<file path="config.mk">
export PLATFORM = sky130hd
export DESIGN_NAME = swt_tx
export DESIGN_NICKNAME = d
export VERILOG_FILES = /design/src/rtl/swt_pkg.sv /design/src/rtl/swt_rst_sync.sv /design/src/rtl/swt_edge_sync.sv /design/src/rtl/swt_shifter.sv /design/src/rtl/swt_bit_seq.sv /design/src/rtl/swt_tx.sv
export SDC_FILE = /design/constraint.sdc
export NUM_CORES = 1
export LEC_CHECK = 0
export ABC_AREA = 1
export BUFFER_PORTS_ARGS = -buffer_cell sky130_fd_sc_hd__buf_2
export CAP_MARGIN = 10
export CELL_PAD_IN_SITES_DETAIL_PLACEMENT = 1
export CELL_PAD_IN_SITES_GLOBAL_PLACEMENT = 2
export CORE_ASPECT_RATIO = 0.9
export CORE_MARGIN = 2
export CORE_UTILIZATION = 34
export CTS_CLUSTER_DIAMETER = 50
export CTS_CLUSTER_SIZE = 30
export DETAILED_ROUTE_END_ITERATION = 6
export HOLD_SLACK_MARGIN = 0.08
export PLACE_DENSITY_LB_ADDON = 0.25
export SLEW_MARGIN = 20
export SYNTH_ARGS = -nofsm -noshare
export SYNTH_HDL_FRONTEND = slang
export SYNTH_SLANG_ARGS = --single-unit
</file>
<file path="constraint.sdc">
create_clock -name clk -period 1.2 [get_ports clk]
set_clock_uncertainty 0.1 [all_clocks]
set_input_delay 0 -clock clk [delete_from_list [all_inputs] [get_ports clk]]
set_output_delay 0 -clock clk [all_outputs]
set_load 0.01 [all_outputs]
</file>
<file path="src/rtl/swt_pkg.sv">
package swt_pkg;
  typedef enum logic [1:0] {
    ST_IDLE  = 2'd0,
    ST_WAIT  = 2'd1,
    ST_LOW   = 2'd2,
    ST_PULSE = 2'd3
  } swt_state_e;
endpackage

</file>
<file path="src/rtl/swt_rst_sync.sv">
module swt_rst_sync #(
  parameter int STAGES = 2
) (
  input  logic clk,
  input  logic rst_n_in,
  output logic rst_n_out
);
  logic [STAGES-1:0] chain_q;

  always_ff @(posedge clk or negedge rst_n_in) begin
    if (!rst_n_in) chain_q <= '0;
    else           chain_q <= {chain_q[STAGES-2:0], 1'b1};
  end

  assign rst_n_out = chain_q[STAGES-1];
endmodule

</file>
<file path="src/rtl/swt_edge_sync.sv">
module swt_edge_sync #(
  parameter int STAGES = 2
) (
  input  logic clk,
  input  logic rst_n,
  input  logic line_in,
  output logic fall_o
);
  logic [STAGES-1:0] sync_q;
  logic              prev_q;

  always_ff @(posedge clk or negedge rst_n) begin
    if (!rst_n) begin
      sync_q <= '1;
      prev_q <= 1'b1;
    end else begin
      sync_q <= {sync_q[STAGES-2:0], line_in};
      prev_q <= sync_q[STAGES-1];
    end
  end

  assign fall_o = prev_q & ~sync_q[STAGES-1];
endmodule

</file>
<file path="src/rtl/swt_shifter.sv">
module swt_shifter #(
  parameter int DATA_W = 8
) (
  input  logic              clk,
  input  logic              rst_n,
  input  logic              load,
  input  logic [DATA_W-1:0] data,
  input  logic              advance,
  output logic              bit_o,
  output logic              last_o
);
  localparam int CNT_W = $clog2(DATA_W);

  logic [DATA_W-1:0] sh_q, sh_d;
  logic [CNT_W-1:0]  cnt_q, cnt_d;

  always_comb begin
    sh_d  = sh_q;
    cnt_d = cnt_q;
    if (load) begin
      sh_d  = data;
      cnt_d = '0;
    end else if (advance) begin
      sh_d  = {sh_q[DATA_W-2:0], 1'b0};
      cnt_d = cnt_q + 1'b1;
    end
  end

  always_ff @(posedge clk or negedge rst_n) begin
    if (!rst_n) begin
      sh_q  <= '0;
      cnt_q <= '0;
    end else if (load || advance) begin
      sh_q  <= sh_d;
      cnt_q <= cnt_d;
    end
  end

  assign bit_o  = sh_q[DATA_W-1];
  assign last_o = (cnt_q == CNT_W'(DATA_W-1));
endmodule

</file>
<file path="src/rtl/swt_bit_seq.sv">
module swt_bit_seq
  import swt_pkg::*;
#(
  parameter int LOW_CYC = 13
) (
  input  logic clk,
  input  logic rst_n,
  input  logic start,
  input  logic fall,
  input  logic cur_bit,
  input  logic last_bit,
  output logic accept,
  output logic advance,
  output logic busy,
  output logic drv_oe,
  output logic drv_val,
  output logic done
);
  localparam int TMR_W = $clog2(LOW_CYC);

  swt_state_e       st_q, st_d;
  logic [TMR_W-1:0] tmr_q, tmr_d;
  logic             done_d;

  always_comb begin
    st_d    = st_q;
    tmr_d   = tmr_q;
    done_d  = 1'b0;
    advance = 1'b0;
    accept  = 1'b0;
    unique case (st_q)
      ST_IDLE: begin
        if (start) begin
          accept = 1'b1;
          st_d   = ST_WAIT;
        end
      end
      ST_WAIT: begin
        if (fall) begin
          if (cur_bit) begin
            st_d = ST_PULSE;
          end else begin
            st_d  = ST_LOW;
            tmr_d = TMR_W'(LOW_CYC - 1);
          end
        end
      end
      ST_LOW: begin
        if (tmr_q == '0) st_d = ST_PULSE;
        else             tmr_d = tmr_q - 1'b1;
      end
      ST_PULSE: begin
        advance = 1'b1;
        if (last_bit) begin
          st_d   = ST_IDLE;
          done_d = 1'b1;
        end else begin
          st_d = ST_WAIT;
        end
      end
      default: st_d = ST_IDLE;
    endcase
  end

  always_ff @(posedge clk or negedge rst_n) begin
    if (!rst_n) begin
      st_q  <= ST_IDLE;
      tmr_q <= '0;
      done  <= 1'b0;
    end else begin
      st_q  <= st_d;
      tmr_q <= tmr_d;
      done  <= done_d;
    end
  end

  assign busy    = (st_q != ST_IDLE);
  assign drv_oe  = (st_q == ST_LOW) || (st_q == ST_PULSE);
  assign drv_val = (st_q == ST_PULSE);
endmodule

</file>
<file path="src/rtl/swt_tx.sv">
module swt_tx #(
  parameter int DATA_W       = 8,
  parameter int ZERO_LOW_CYC = 13,
  parameter int SYNC_STAGES  = 2
) (
  input  logic              clk,
  input  logic              rst_n,
  input  logic              tx_start,
  input  logic [DATA_W-1:0] tx_byte,
  input  logic              line_in,
  output logic              line_oe,
  output logic              line_out,
  output logic              busy,
  output logic              tx_done
);
  logic rst_n_s, fall, cur_bit, last_bit, accept, advance;

  swt_rst_sync #(.STAGES(2)) u_rst (
    .clk(clk), .rst_n_in(rst_n), .rst_n_out(rst_n_s)
  );

  swt_edge_sync #(.STAGES(SYNC_STAGES)) u_edge (
    .clk(clk), .rst_n(rst_n_s), .line_in(line_in), .fall_o(fall)
  );

  swt_shifter #(.DATA_W(DATA_W)) u_shift (
    .clk(clk), .rst_n(rst_n_s), .load(accept), .data(tx_byte),
    .advance(advance), .bit_o(cur_bit), .last_o(last_bit)
  );

  swt_bit_seq #(.LOW_CYC(ZERO_LOW_CYC)) u_seq (
    .clk(clk), .rst_n(rst_n_s), .start(tx_start), .fall(fall),
    .cur_bit(cur_bit), .last_bit(last_bit), .accept(accept),
    .advance(advance), .busy(busy), .drv_oe(line_oe),
    .drv_val(line_out), .done(tx_done)
  );
endmodule

</file>
## After elaboration in Yosys (flattened, before gate mapping)

Index checks and enable logic that the tools add are counted.
W data, S select, Z words.

- Output and inout port bits: 4
- Bits in registers: 23
- Logic and storage cells: 50
- Input port bits: 12

- Muxes and demuxes: 19
- Reductions and logical operators: 10
- Bitwise operators: 2
- $add $sub $neg: 2
- Eq/ne operators: 9

Operators by type and width:

| kind | number |
|---|---|
| $mux W8 | 2 |
| $mux W4 | 3 |
| $ne A2 B2 Y1 const B | 4 |
| $pmux W2 S4 | 1 |
| $pmux W4 S2 | 1 |
| $mux W1 | 7 |
| $mux W2 | 3 |
| $mux W3 | 2 |
| $reduce_bool A2 Y1 | 3 |
| $eq A2 B2 Y1 const B | 2 |
| $logic_not A4 Y1 | 1 |
| $reduce_and A4 Y1 | 1 |
| $sub A4 B1 Y4 const B | 1 |
| $add A3 B1 Y3 const B | 1 |
| $eq A3 B3 Y1 const B | 1 |
| $reduce_and A3 Y1 | 1 |
| $eq A2 B1 Y1 const B | 1 |
| $logic_not A2 Y1 | 1 |
| $logic_or A1 B1 Y1 | 2 |
| $ne A2 B1 Y1 const B | 1 |
| $reduce_and A2 Y1 | 1 |
| $and A1 B1 Y1 | 1 |
| $not A1 Y1 | 1 |

## Longest topological paths before layout

Gate-level depths: netlist (run 1).

- Depth in word-level cells: 4
- Mapped depth: 9
- Gate-level depth less buffers: 8

## Cells and area by module

From an unflattened synthesis (run 1), not the netlist that was laid out.

- Cell total of the unflattened synthesis: 135
- Area, all modules: 1184.9 sq um

Modules (own cells, without submodules):

| module | cells an instance | area an instance (sq um) | seq. area each (sq um) | instances |
|---|---|---|---|---|
| swt_bit_seq | 69 | 525.5 | 175.2 | 1 |
| swt_shifter | 58 | 516.7 | 275.3 | 1 |
| swt_edge_sync | 5 | 88.8 | 78.8 | 1 |
| swt_rst_sync | 3 | 53.8 | 50.0 | 1 |

## Worst setup path before layout (run 1)

Ideal clock, no wire load.

- Kind: flip-flop to flip-flop
- Start point: reg u_seq.st_q[0]
- End point: reg u_seq.st_q[0]
- Buffers on the path: 1
- Arrival: 1.179 ns
- Required time: 0.983 ns
- Setup time: 0.117 ns
- Cell stages (with the launch flop): 10
- Slack: -0.196 ns
- Period minus slack after synthesis: 1.396 ns
- Cell sequence: dfrtp_1 inv_1 ha_1 buf_6 inv_2 nor2_1 nor2_2 nand2_1 nand2_1 nand2_1

- Cells in the longest elaborated chain, start to end: 3
- Elaborated cells on any way between the ends: 9
- Those cells by class: 6 x eq/ne; 1 x mux; 2 x reduce/logical

Ends and longest elaborated chain:

| item | line | source |
|---|---|---|
| start, declared | swt_bit_seq.sv:21 | `swt_state_e st_q, st_d;` |
| start signal, assigned | swt_bit_seq.sv:71 | `st_q <= st_d;` |
| $eq A2 B2 Y1, or another cell as far along | swt_bit_seq.sv:31 | `unique case (st_q)` |
| $ne A2 B1 Y1 (no source line) / $ne A2 B2 Y1 (equally long branches) | - |  |
| $reduce_and A3 Y1 (no source line) | - |  |

Several ways; a longest one is shown, not always the timed one.
A chain may end at the register's enable or synchronous reset.

## Worst setup path in the final report (run 1)

- Start point: reg u_seq.st_q[0]
- End point: out line_oe

- Cells in the longest elaborated chain, start to end: 2
- Elaborated cells on any way between the ends: 3
- Those cells by class: 2 x eq/ne; 1 x reduce/logical

Ends and longest elaborated chain:

| item | line | source |
|---|---|---|
| $eq A2 B2 Y1 | swt_bit_seq.sv:78 | `assign drv_oe = (st_q == ST_LOW) \|\| (st_q == ST_PULSE);` |
| $logic_or A1 B1 Y1 (*) | swt_bit_seq.sv:78 |  |
| end, declared | swt_tx.sv:11 | `output logic line_oe,` |

Every way passes the cells marked *; elsewhere a longest branch is shown, timed or not.

==> summary.md, run 1 <==
| Metric | Value |
|---|---|
| Status | finished, violations left |
| Failing checks | negative setup slack |
| CTS clock-pin slew for the worst setup and hold paths | ~90 ps |
| Post-Synthesis Cell Area | between 1000 and 1500 um2 |
| Yosys warns | 0 |
| Synth Area in XOR/XNOR | 0.00733 |
| Avg Cell Area, Syn | around 9.0 um2 |
| Initial DRC Count | between 60 and 70 |
| Unique masters post-synth | 24 |
| Core box area | around 3400 um2 |
| Initial antenna violation count | 0 |
| Layout cell share with drive strength beyond 1 | 0.594 |
| Yosys top cell by area | dfrtp_1 |
| Synth Area in Compound Gates | 0.0419 |
| GRT Overall Usage | 0.194 |
| Syn Nets | 153 |
| Post-synthesis sequential area ratio | 0.485 |
| Pre-antenna DRT Iters | 4 |
| Remaining global-route overflow | 0 |
| GP Congestion | approximately 0.83 |
| Pwr per Cell Area | about 2700 nW/um2 |
| Leakage power | roughly 0.97 nW |
| Top post-synthesis cells by area | dfrtp_1 42%, nand3_1 14%, ha_1 8.4% |
| CP top delay family | flip-flops |
| Post-Route WL | slightly above 4 mm |
| Crit-path max cell delay | between 400 and 500 ps |
| Post-route clock period utilization | 1.21 |
| Worst setup startpoint | u_seq.st_q[0] |
| Crit Path Class | reg2out |
| CP max FO | 4 |
| # diodes | 0 |
| Max-cap violations | 0 |
| CTS buffer count | 3 |
| Final Slew Violations | 0 |
| Crit path launch type | register |
| DR vias/cell | between 4 and 5 |
| CP Capture Type | output pin |
| TNS Setup | -3750 ps |
| Flops & latches, synth | 23 |
| DP HPWL | 2.13 mm |
| Area of the multi-input gates | approximately 850 um2 |
| Largest net degree at the start of global routing | 22 |
| CTS sink cnt | 23 |
| Endpoints failing setup | 20 |
| Synthesis-to-layout area growth | 74.6% |
| Simple-gate share of the synthesized area | 0.305 |
| CTS Root Cell | clkbuf_8 |
| RSZ-0062 raised after global routing | true |
| First-pass GRT wire length | roughly 5.5 mm |
| # H-tree levels | 1 |
| Layout Cells excl Fill | ~230 |
| Dpl cells | just over 200 |
| Rows | 20 |
| Critical Path Slowest Stage Cell | dfrtp_2 |
| Horiz. Die Dim | 66.5 um |
| IO Count | 16 |
| Number of port buffers | 15 |
| Residual DRC count | 0 |
| Minimum clock period | about 1400 ps |
| Worst slew margin | 0.644 |
| Placed cell area | around 1500 um2 |
| Vias after detailed routing | about 1100 |
| Drt wl/cell | 17.7 um |
| Final worst slack | -248 ps |
| Worst path bufs/invs | 4 |
| CTS tree | built |
| Arr. time, crit path | between 1000 and 1500 ps |
| Cells after synthesis | around 130 |
| FF/Latch Area | 582 um2 |
| Die height | 60.2 um |
| Worst Hold Slack | 120 ps |
| Crit path required time | ~1100 ps |
| Top-area cell type share of the netlist area | 0.419 |
| # nets final | ~210 |
| Max IR drop VDD | approximately 0.0015 V |
| Vias in the first global route | roughly 1100 |
| Starting Density | 0.354 |
| Worst skew pair latency | ~280 ps |
| Filler Cell Count | 378 |
| Post-synthesis mux area share | 0 |
| Max clock buf depth | 2 |
| Fin util | 0.617 |
| Fin. Hold Viols | 0 |
| Slew @ Worst Pin | about 530 ps |
| Fmax achieved | about 690 MHz |
| HP Class | reg2async |
| Final Cell Area | 2090 um2 |
| Die Area | ~4000 um2 |
| Largest family of logic cells by synthesized area | simple AND/OR/NAND/NOR gates |
| Routed Antenna Nets | 0 |
| R2R Path Start | u_seq.st_q[1] |
| Cells along the critical path | inv_4, ha_4, inv_4, buf_6, nand2_4, buf_6 |
| Synthesized-area fraction occupied by adder cells | 0.0838 |
-- what timing repair did --
item	4_1_cts	5_1_grt
gates resized for setup	32	41
pin swaps	15	18
endpoints found under the hold margin	12	0
gates cloned	1	1
setup endpoints to repair	21	21
setup buffers	6	7
hold buffers	12	0
-- registers in the layout, summed over array words and instances (netlist names) --
| name | flops |
|---|---|
| u_shift.cnt_q | 3 |
| u_shift.sh_q | 8 |
| u_edge.prev_q | 1 |
| u_rst.chain_q | 2 |
| u_seq.st_q | 2 |
| u_seq.done | 1 |
| u_seq.tmr_q | 4 |
| u_edge.sync_q | 2 |
-- area by class of cell --
class,instances,area share
clock buffer,4,0.0216
inverter,13,0.0294
multi-input combinational,93,0.410
sequential,23,0.279
tap,44,0.0264
timing repair buffer,54,0.234
-- synth_stat cells --
library cell  count
dfrtp_1          20
nor2_1           10
buf_4             1
a21boi_2          1
nor2_4            1
nand2_1          23
conb_1            1
buf_6             2
ha_1              8
xnor2_1           1
dfstp_2           3
a31oi_1           1
nand3_1          34
o211ai_1          1
o21ai_0           1
nand3_4           1
o21ai_1           3
a21oi_1           1
inv_2             3
buf_2             2
nand2_2           2
inv_1            10
nand2_4           2
nor2_2            1
-- per-layer routing --
layer	share of wire	vias up	global-route usage
met3	0.016	5	0.0226
met1	0.42	577	0.234
met4	0.018	0	0.0875
met2	0.54	14	0.347
li1	-	547	-
met5	0	-	0
-- layout by cell type (no fill, tap or decap), types with 2 or more instances in the layout --
master,netlist,routed
nor2_2,1,3
nand3_1,34,9
nor2_4,1,4
clkbuf_8,0,3
inv_1,10,7
dfrtp_2,0,2
dfrtp_1,20,18
buf_6,2,12
inv_4,0,5
nand3_2,0,23
nand2_4,2,2
dfstp_2,3,3
nand3_4,1,3
buf_12,0,3
ha_2,0,2
ha_4,0,5
nand2_2,2,5
dlygate4sd3_1,0,12
buf_4,1,15
nor2_1,10,5
o21ai_2,0,3
nand2_8,0,2
nand2_1,23,19
buf_2,2,12
-- logic make-up after synthesis --
logic type,Yosys count
adder cells (fa/ha/maj),8
AND/OR/NAND/NOR,74
flip-flops,23
AO/OA/AOI/OAI,8
XOR/XNOR,1
buffers and inverters,18
other,1
-- where the power goes --
group          switching (mW)  internal, mW  total [mW]
logic                    1.90          1.86        3.76
registers               0.309          1.07        1.38
clock network           0.281         0.239       0.520
total                    2.49          3.17        5.66
-- per-stage QoR --
stage / power (mW) / setup WS (ps)
CTS: 4.90 / -236
global route: 6.01 / -301
global placement: 3.52 / -166
floorplan: 2.83 / -112
detailed placement: 3.65 / -244
finish: 5.66 / -248
-- worst paths after layout --
| kind | to | slack, ps | depth (start not counted) |
|---|---|---|---|
| worst min-delay path | u_shift.cnt_q[2] | 120 | 1 |
| worst max register to register | u_seq.st_q[1] | -240 | 7 |
| min in group clk | u_rst.chain_q[1] | 260 | 0 |
| worst min register to register | u_shift.cnt_q[2] | 120 | 1 |
| worst max-delay path | line_oe | -250 | 6 |
| max in group asynchronous | u_rst.chain_q[1] | 410 | 3 |
Note: power is estimated with default switching activity, not from simulation.
==> run 2, diff against run 1 <==
SYNTH_HIERARCHICAL = 1   (was default)
==> summary.md, run 2 <==
| Metric | Value |
|---|---|
| Status | finished, violations left |
| Failing checks | negative setup slack |
| Fin util | 0.552 (-0.0655) |
| R2R setup slack | -200 ps (+40 ps) |
| Synth Area in XOR/XNOR | 0 (-0.00733) |
| Max IR drop VDD | 0.00118 V (-19%) |
| Layout Cells excl Fill | 225 (-2.6%) |
| Top cells by count, synth | 44 x nand2_1, 22 x nand3_1, 20 x dfrtp_1, 12 x inv_1, 8 x ha_1 |
| Fmax achieved | 711 MHz (+2.9%) |
| R2R Path Start | u_seq/st_q[1] |
| Remaining global-route overflow | 0 (unchanged) |
| Residual DRC count | 0 (unchanged) |
| Top post-synthesis cells by area | dfrtp_1 42%, nand2_1 14%, nand3_1 9.3% |
| Post-Route WL | 3.23 mm (-21%) |
| Unique masters post-synth | 20 (-17%) |
| Synthesized-area fraction occupied by adder cells | 0.0845 (+0.000708) |
| Syn Nets | 155 (+1.3%) |
| Cells after synthesis | 135 (+1.5%) |
| Top-area cell type share of the netlist area | 0.422 (+0.00354) |
| Yosys warns | 6 (+6) |
| Crit Path Class | reg2out |
| Avg Cell Area, Syn | 8.78 um2 (-2.3%) |
| DR vias/cell | 4.65 (-6.0%) |
| Placed cell area | 1400 um2 (-6.2%) |
| Yosys top cell by area | dfrtp_1 |
| CP Capture Type | output pin |
| FF/Latch Area | 582 um2 (unchanged) |
| Final worst slack | -207 ps (+41.2 ps) |
| Largest family of logic cells by synthesized area | simple AND/OR/NAND/NOR gates |
| Reg2reg end | u_shift/sh_q[6] |
| Largest net degree at the start of global routing | 19 (-14%) |
| Final Cell Area | 1850 um2 (-11%) |
| HP Class | reg2async |
| Flops & latches, synth | 23 (unchanged) |
| Rows | 20 (unchanged) |
| Vias after detailed routing | 1046 (-8.5%) |
| CTS tree | built |
| Simple-gate share of the synthesized area | 0.302 (-0.00271) |
| Minimum clock period | 1410 ps (-41.2 ps) |
| DP HPWL | 1.96 mm (-7.9%) |
| Layer with the highest usage | met2 |
| Layout cell share with drive strength beyond 1 | 0.497 (-0.0963) |
| Initial DRC Count | 58 (-16%) |
| Pwr per Cell Area | 2520 nW/um2 (-7.2%) |
| R2r worst-path depth | 8 (+1) |
| Crit-path max cell delay | 470 ps (-20 ps) |
| Top_reg_cell synth | dfrtp_1 |
| Largest regs | u_shift/sh_q: 8 flops, u_seq/tmr_q: 4 flops, u_shift/cnt_q: 3 flops |
| CTS sink cnt | 23 (unchanged) |
| Most frequent cell after synthesis | nand2_1 |
| Post-synthesis mux area share | 0 (unchanged) |
| CP max FO | 5 (+1) |
| Critical Path Slowest Stage Cell | dfrtp_2 |
| Total Power | 4.66 mW (-18%) |
| Synthesis-to-layout area growth | 56.2% |
| CP top delay family | flip-flops |
| Grt met1 use | 0.210 (-0.0236) |
| Crit path required time | 1100 ps (about the same) |
| Initial antenna violation count | 0 (unchanged) |
| Max-cap violations | 0 (unchanged) |
| Commonest non-fill, non-tap cells in the layout | 25 x nand2_1, 18 x dfrtp_1, 15 x nand3_1 |
| CTS buffer count | 3 (unchanged) |
| Number of port buffers | 15 (unchanged) |
| Drt wl/cell | 14.3 um (-19%) |
| CTS clock-pin slew for the worst setup and hold paths | 80 ps (about the same) |
| Synth Area in Compound Gates | 0.0422 (+0.000354) |
| # diodes | 0 (unchanged) |
| IO Count | 16 (unchanged) |
| Filler Cell Count | 406 (+7.4%) |
| Horiz. Die Dim | 66.2 um (-0.40%) |
| RSZ-0062 raised after global routing | true |
| Pre-antenna DRT Iters | 4 (unchanged) |
| Met2 Track Usage GR | 0.323 (-0.0243) |
| Largest register FFs | 8 (unchanged) |
| Area of the multi-input gates | 693 um2 (-19%) |
| Post-synth EDFFs | 0 (unchanged) |
| Routed Antenna Nets | 0 (unchanged) |
| Final Slew Violations | 0 (unchanged) |
| GP Congestion | 0.762 (-8.6%) |
| Dpl cells | 203 (unchanged) |
| CTS Root Cell | clkbuf_8 |
| Most common cell after layout, fill and taps aside | nand2_1 |
| Post-Synthesis Cell Area | 1180 um2 (-0.84%) |
| Async SR Flop Fraction | 1.00 (unchanged) |
| Met3 usage | 0.0358 (+0.0132) |
| Max clock buf depth | 2 (unchanged) |
| Arr. time, crit path | 1310 ps (-40 ps) |
| First-pass GRT wire length | 5.21 mm (-5.4%) |
| # nets final | 202 (-2.9%) |
| GRT Overall Usage | 0.175 (-0.0190) |
| Leakage power | 0.932 nW (-3.9%) |
| Endpoints failing setup | 20 (unchanged) |
| Most flops, register | u_shift/sh_q |
| Fin. Hold Viols | 0 (unchanged) |
| Worst path bufs/invs | 4 (unchanged) |
| Die Area | 3970 um2 (-0.79%) |
| Crit path launch type | register |
| Post-route clock period utilization | 1.17 (-0.0343) |
| Post-synthesis sequential area ratio | 0.489 (+0.00410) |
| Vias in the first global route | 1149 (+1.3%) |
| Starting Density | 0.353 (about the same) |
| Cells along the critical path | inv_4, ha_4, inv_4, buf_6, nand2_4, buf_6 |
| Core box area | 3350 um2 (-0.74%) |
| Die height | 60.0 um (-0.39%) |
| Worst skew pair latency | 260 ps (-20 ps) |
| # H-tree levels | 1 (unchanged) |
==> run 2: cells by family (layout without fill, tap and decap cells) <==
family / Yosys count / after routing
AND/OR/NAND/NOR: 77 / 77
other: 1 / 1
buffers and inverters: 19 / 65
adder cells (fa/ha/maj): 8 / 8
AO/OA/AOI/OAI: 7 / 7
flip-flops: 23 / 23
==> run 2: how the worst max path moves through the flow <==
stage,startpoint,endpoint,cells past startpoint
6_report,u_seq/st_q[0],line_oe,6
3_3_place_gp,u_seq/st_q[1],u_seq/st_q[0],7
4_1_cts,u_seq/st_q[0],line_oe,6
2_1_floorplan,u_seq/st_q[1],u_shift/sh_q[7],9
3_5_place_dp,u_seq/st_q[1],u_seq/st_q[0],8
5_1_grt,u_seq/st_q[0],u_seq/st_q[0],8
==> run 2: stage by stage <==
step                      setup WS [ps]  setup TNS, ps  hold WS, ps
final                              -207          -3360          125
after global routing               -268          -4710          155
after CTS                          -205          -3050          126
after detailed placement           -273          -3440         -310
after global placement             -270          -3140         -316
after floorplan                    -116          -1620         -396
==> run 2: cell type report <==
type / instances / share of cell area
clock buffer: 4 / 0.0243
multi-input combinational: 93 / 0.375
inverter: 15 / 0.0399
sequential: 23 / 0.314
timing repair buffer: 46 / 0.217
tap: 44 / 0.0297
==> run 2: timing repair <==
action	CTS	global route
resized for setup	43	21
hold endpoints to repair	15	0
endpoints found under the setup margin	21	21
hold buffers	13	0
gates cloned	0	0
setup buffers	4	1
pin swaps	4	2
==> run 2: where the power goes <==
part | leakage (nW) | internal, mW | total [mW] | switching (mW)
sequential | 0.281 | 1.07 | 1.38 | 0.309
clock | 0.0228 | 0.237 | 0.468 | 0.231
combinational | 0.628 | 1.36 | 2.82 | 1.46
total | 0.932 | 2.66 | 4.66 | 2.00
==> run 2: metal layers <==
layer	up-vias	routed length, um
met5	-	0
met4	0	37
met3	4	63
met2	10	1770
met1	517	1350
li1	515	-
==> run 3, diff against run 2 <==
CORE_MARGIN = 10   (was 2)
CTS_CLUSTER_SIZE = default   (was 30)
==> summary.md, run 3 (same netlist as run 2, synthesis figures left out) <==
| Metric | Value |
|---|---|
| CTS clock-pin slew for the worst setup and hold paths | 80 ps (about the same) |
| Fin. Hold Viols | 0 (unchanged) |
| R2r worst-path depth | 8 (unchanged) |
| Routed Antenna Nets | 0 (unchanged) |
| CTS tree | built |
| Setup Slack @ Placement | -251 ps (+21.3 ps) |
| Largest register FFs | 8 (unchanged) |
| Post-Route WL | 3.16 mm (-2.0%) |
| Initial DRC Count | 40 (-31%) |
| CTS buffer count | 3 (unchanged) |
| Dpl cells | 205 (+0.99%) |
| R2R Path Start | u_seq/st_q[1] |
| Final worst slack | -223 ps (-15.3 ps) |
| CP max FO | 5 (unchanged) |
| Post-route clock period utilization | 1.19 (+0.0128) |
| First-pass GRT wire length | 5.18 mm (-0.54%) |
| Vias after detailed routing | 1030 (-1.5%) |
| Final Cell Area | 1820 um2 (-1.8%) |
| Layout cell share with drive strength beyond 1 | 0.459 (-0.0382) |
| # nets final | 204 (+0.99%) |
| Most common cell after layout, fill and taps aside | nand2_1 |
| Rows | 20 (unchanged) |
| Arr. time, crit path | 1320 ps (about the same) |
| Largest net degree at the start of global routing | 16 (-3) |
| CP Capture Type | output pin |
| Minimum clock period | 1420 ps (+15.3 ps) |
| Status | finished, violations left |
| RSZ-0062 raised after global routing | true |
| IO Count | 16 (unchanged) |
| Max-cap violations | 0 (unchanged) |
| Crit Path Class | reg2out |
| Horiz. Die Dim | 82.2 um (+24%) |
| Max IR drop VDD | 0.00126 V (+6.5%) |
| Max clock buf depth | 2 (unchanged) |
| Remaining global-route overflow | 0 (unchanged) |
| Core box area | 3380 um2 (+0.75%) |
| Critical Path Slowest Stage Cell | dfrtp_2 |
| Die Area | 6250 um2 (+57%) |
| Leakage power | 0.897 nW (-3.7%) |
| Failing checks | negative setup slack |
| TNS Setup | -3210 ps (+148 ps) |
| Final Slew Violations | 0 (unchanged) |
| R2R setup slack | -190 ps (about the same) |
| CP top delay family | flip-flops |
| Cells along the critical path | inv_4, ha_4, inv_4, buf_6, nand2_2, buf_6 |
| GP Congestion | 0.731 (-4.1%) |
| Vias in the first global route | 1127 (-1.9%) |
| Placed cell area | 1420 um2 (+1.1%) |
| Starting Density | 0.351 (-0.00262) |
| Residual DRC count | 0 (unchanged) |
| # H-tree levels | 1 (unchanged) |
| CTS sink cnt | 23 (unchanged) |
| Number of port buffers | 15 (unchanged) |
| Endpoints failing setup | 20 (unchanged) |
| Fmax achieved | 703 MHz (-1.1%) |
| Filler Cell Count | 393 (-3.2%) |
| Synthesis-to-layout area growth | 53.3% |
| Crit-path max cell delay | 470 ps (about the same) |
| Layout Cells excl Fill | 227 (+0.89%) |
| Die height | 76.0 um (+27%) |
| GRT Overall Usage | 0.103 (-0.0716) |
| HP Class | reg2async |
| CTS Root Cell | clkbuf_8 |
| Most flops, register | u_shift/sh_q |
| Total Power | 4.50 mW (-3.3%) |
| Commonest non-fill, non-tap cells in the layout | 33 x nand2_1, 19 x nand3_1, 18 x dfrtp_1 |
| Pre-antenna DRT Iters | 4 (unchanged) |
| Drt wl/cell | 13.9 um (-2.9%) |
| Initial antenna violation count | 0 (unchanged) |
| Largest regs | u_shift/sh_q: 8 flops, u_seq/tmr_q: 4 flops, u_shift/cnt_q: 3 flops |
| # diodes | 0 (unchanged) |
| Worst path bufs/invs | 4 (unchanged) |
| DP HPWL | 2.20 mm (+12%) |
| Crit path launch type | register |
| Worst skew pair latency | 260 ps (about the same) |
| Crit path required time | 1100 ps (about the same) |
| DR vias/cell | 4.54 (-2.4%) |
| Reg2reg end | u_shift/sh_q[4] |
| Pwr per Cell Area | 2480 nW/um2 (-1.5%) |
[run 3: cell count changes in the layout (fill, tap and decap cells not counted), sizes merged]
cell    before  now
clkbuf       4    3
buf         33   35
clkinv       0    1
[run 3: final cells by class]
type / instances / area (um2) / share of cell area
Sequential cell: 23 / 582 / 0.320
Clock buffer: 3 / 41.3 / 0.0227
Clock inverter: 1 / 5.00 / 0.00275
Timing Repair Buffer: 48 / 409 / 0.225
Tap cell: 44 / 55.1 / 0.0303
Multi-Input combinational cell: 93 / 653 / 0.360
Inverter: 15 / 71.3 / 0.0393
[run 3: where the power goes]
part	switching, mW	internal [mW]	total (mW)	leakage [nW]
clock network	0.247	0.232	0.479	0.0255
logic	1.39	1.30	2.69	0.591
registers	0.271	1.07	1.34	0.281
total	1.91	2.60	4.50	0.897
[run 3: worst max path at each step]
| stage | start | endpoint | depth (start not counted) |
|---|---|---|---|
| finish | u_seq/st_q[0] | line_oe | 6 |
| CTS | u_seq/st_q[1] | u_seq/st_q[0] | 8 |
| global placement | u_seq/st_q[1] | u_seq/st_q[0] | 8 |
| global route | u_seq/st_q[0] | line_oe | 6 |
| floorplan | u_seq/st_q[1] | u_shift/sh_q[7] | 9 |
| detailed placement | u_seq/st_q[1] | u_seq/st_q[0] | 8 |
[run 3: metal layers]
| metal | share of wire | GRT usage | routed length (um) | vias up |
|---|---|---|---|---|
| li1 | - | - | - | 522 |
| met1 | 0.43 | 0.127 | 1360 | 490 |
| met2 | 0.52 | 0.166 | 1640 | 16 |
| met5 | 0 | 0 | 0 | - |
| met3 | 0.045 | 0.0271 | 142 | 2 |
| met4 | 0.0073 | 0.0357 | 23 | 0 |
[run 3: what timing repair did]
item,4_1_cts,5_1_grt
resized for setup,8,42
hold endpoints to repair,16,0
hold buffers,13,0
setup buffers,5,0
pin swaps,3,6
setup endpoints to repair,21,21
[run 3: metrics by stage]
| stage | util | hold WS, ps |
|---|---|---|
| 2_1_floorplan | - | -396 |
| 3_3_place_gp | 0.420 | -315 |
| 3_5_place_dp | 0.420 | -312 |
| 4_1_cts | 0.490 | 233 |
| 5_1_grt | 0.538 | 260 |
| 6_report | 0.538 | 216 |
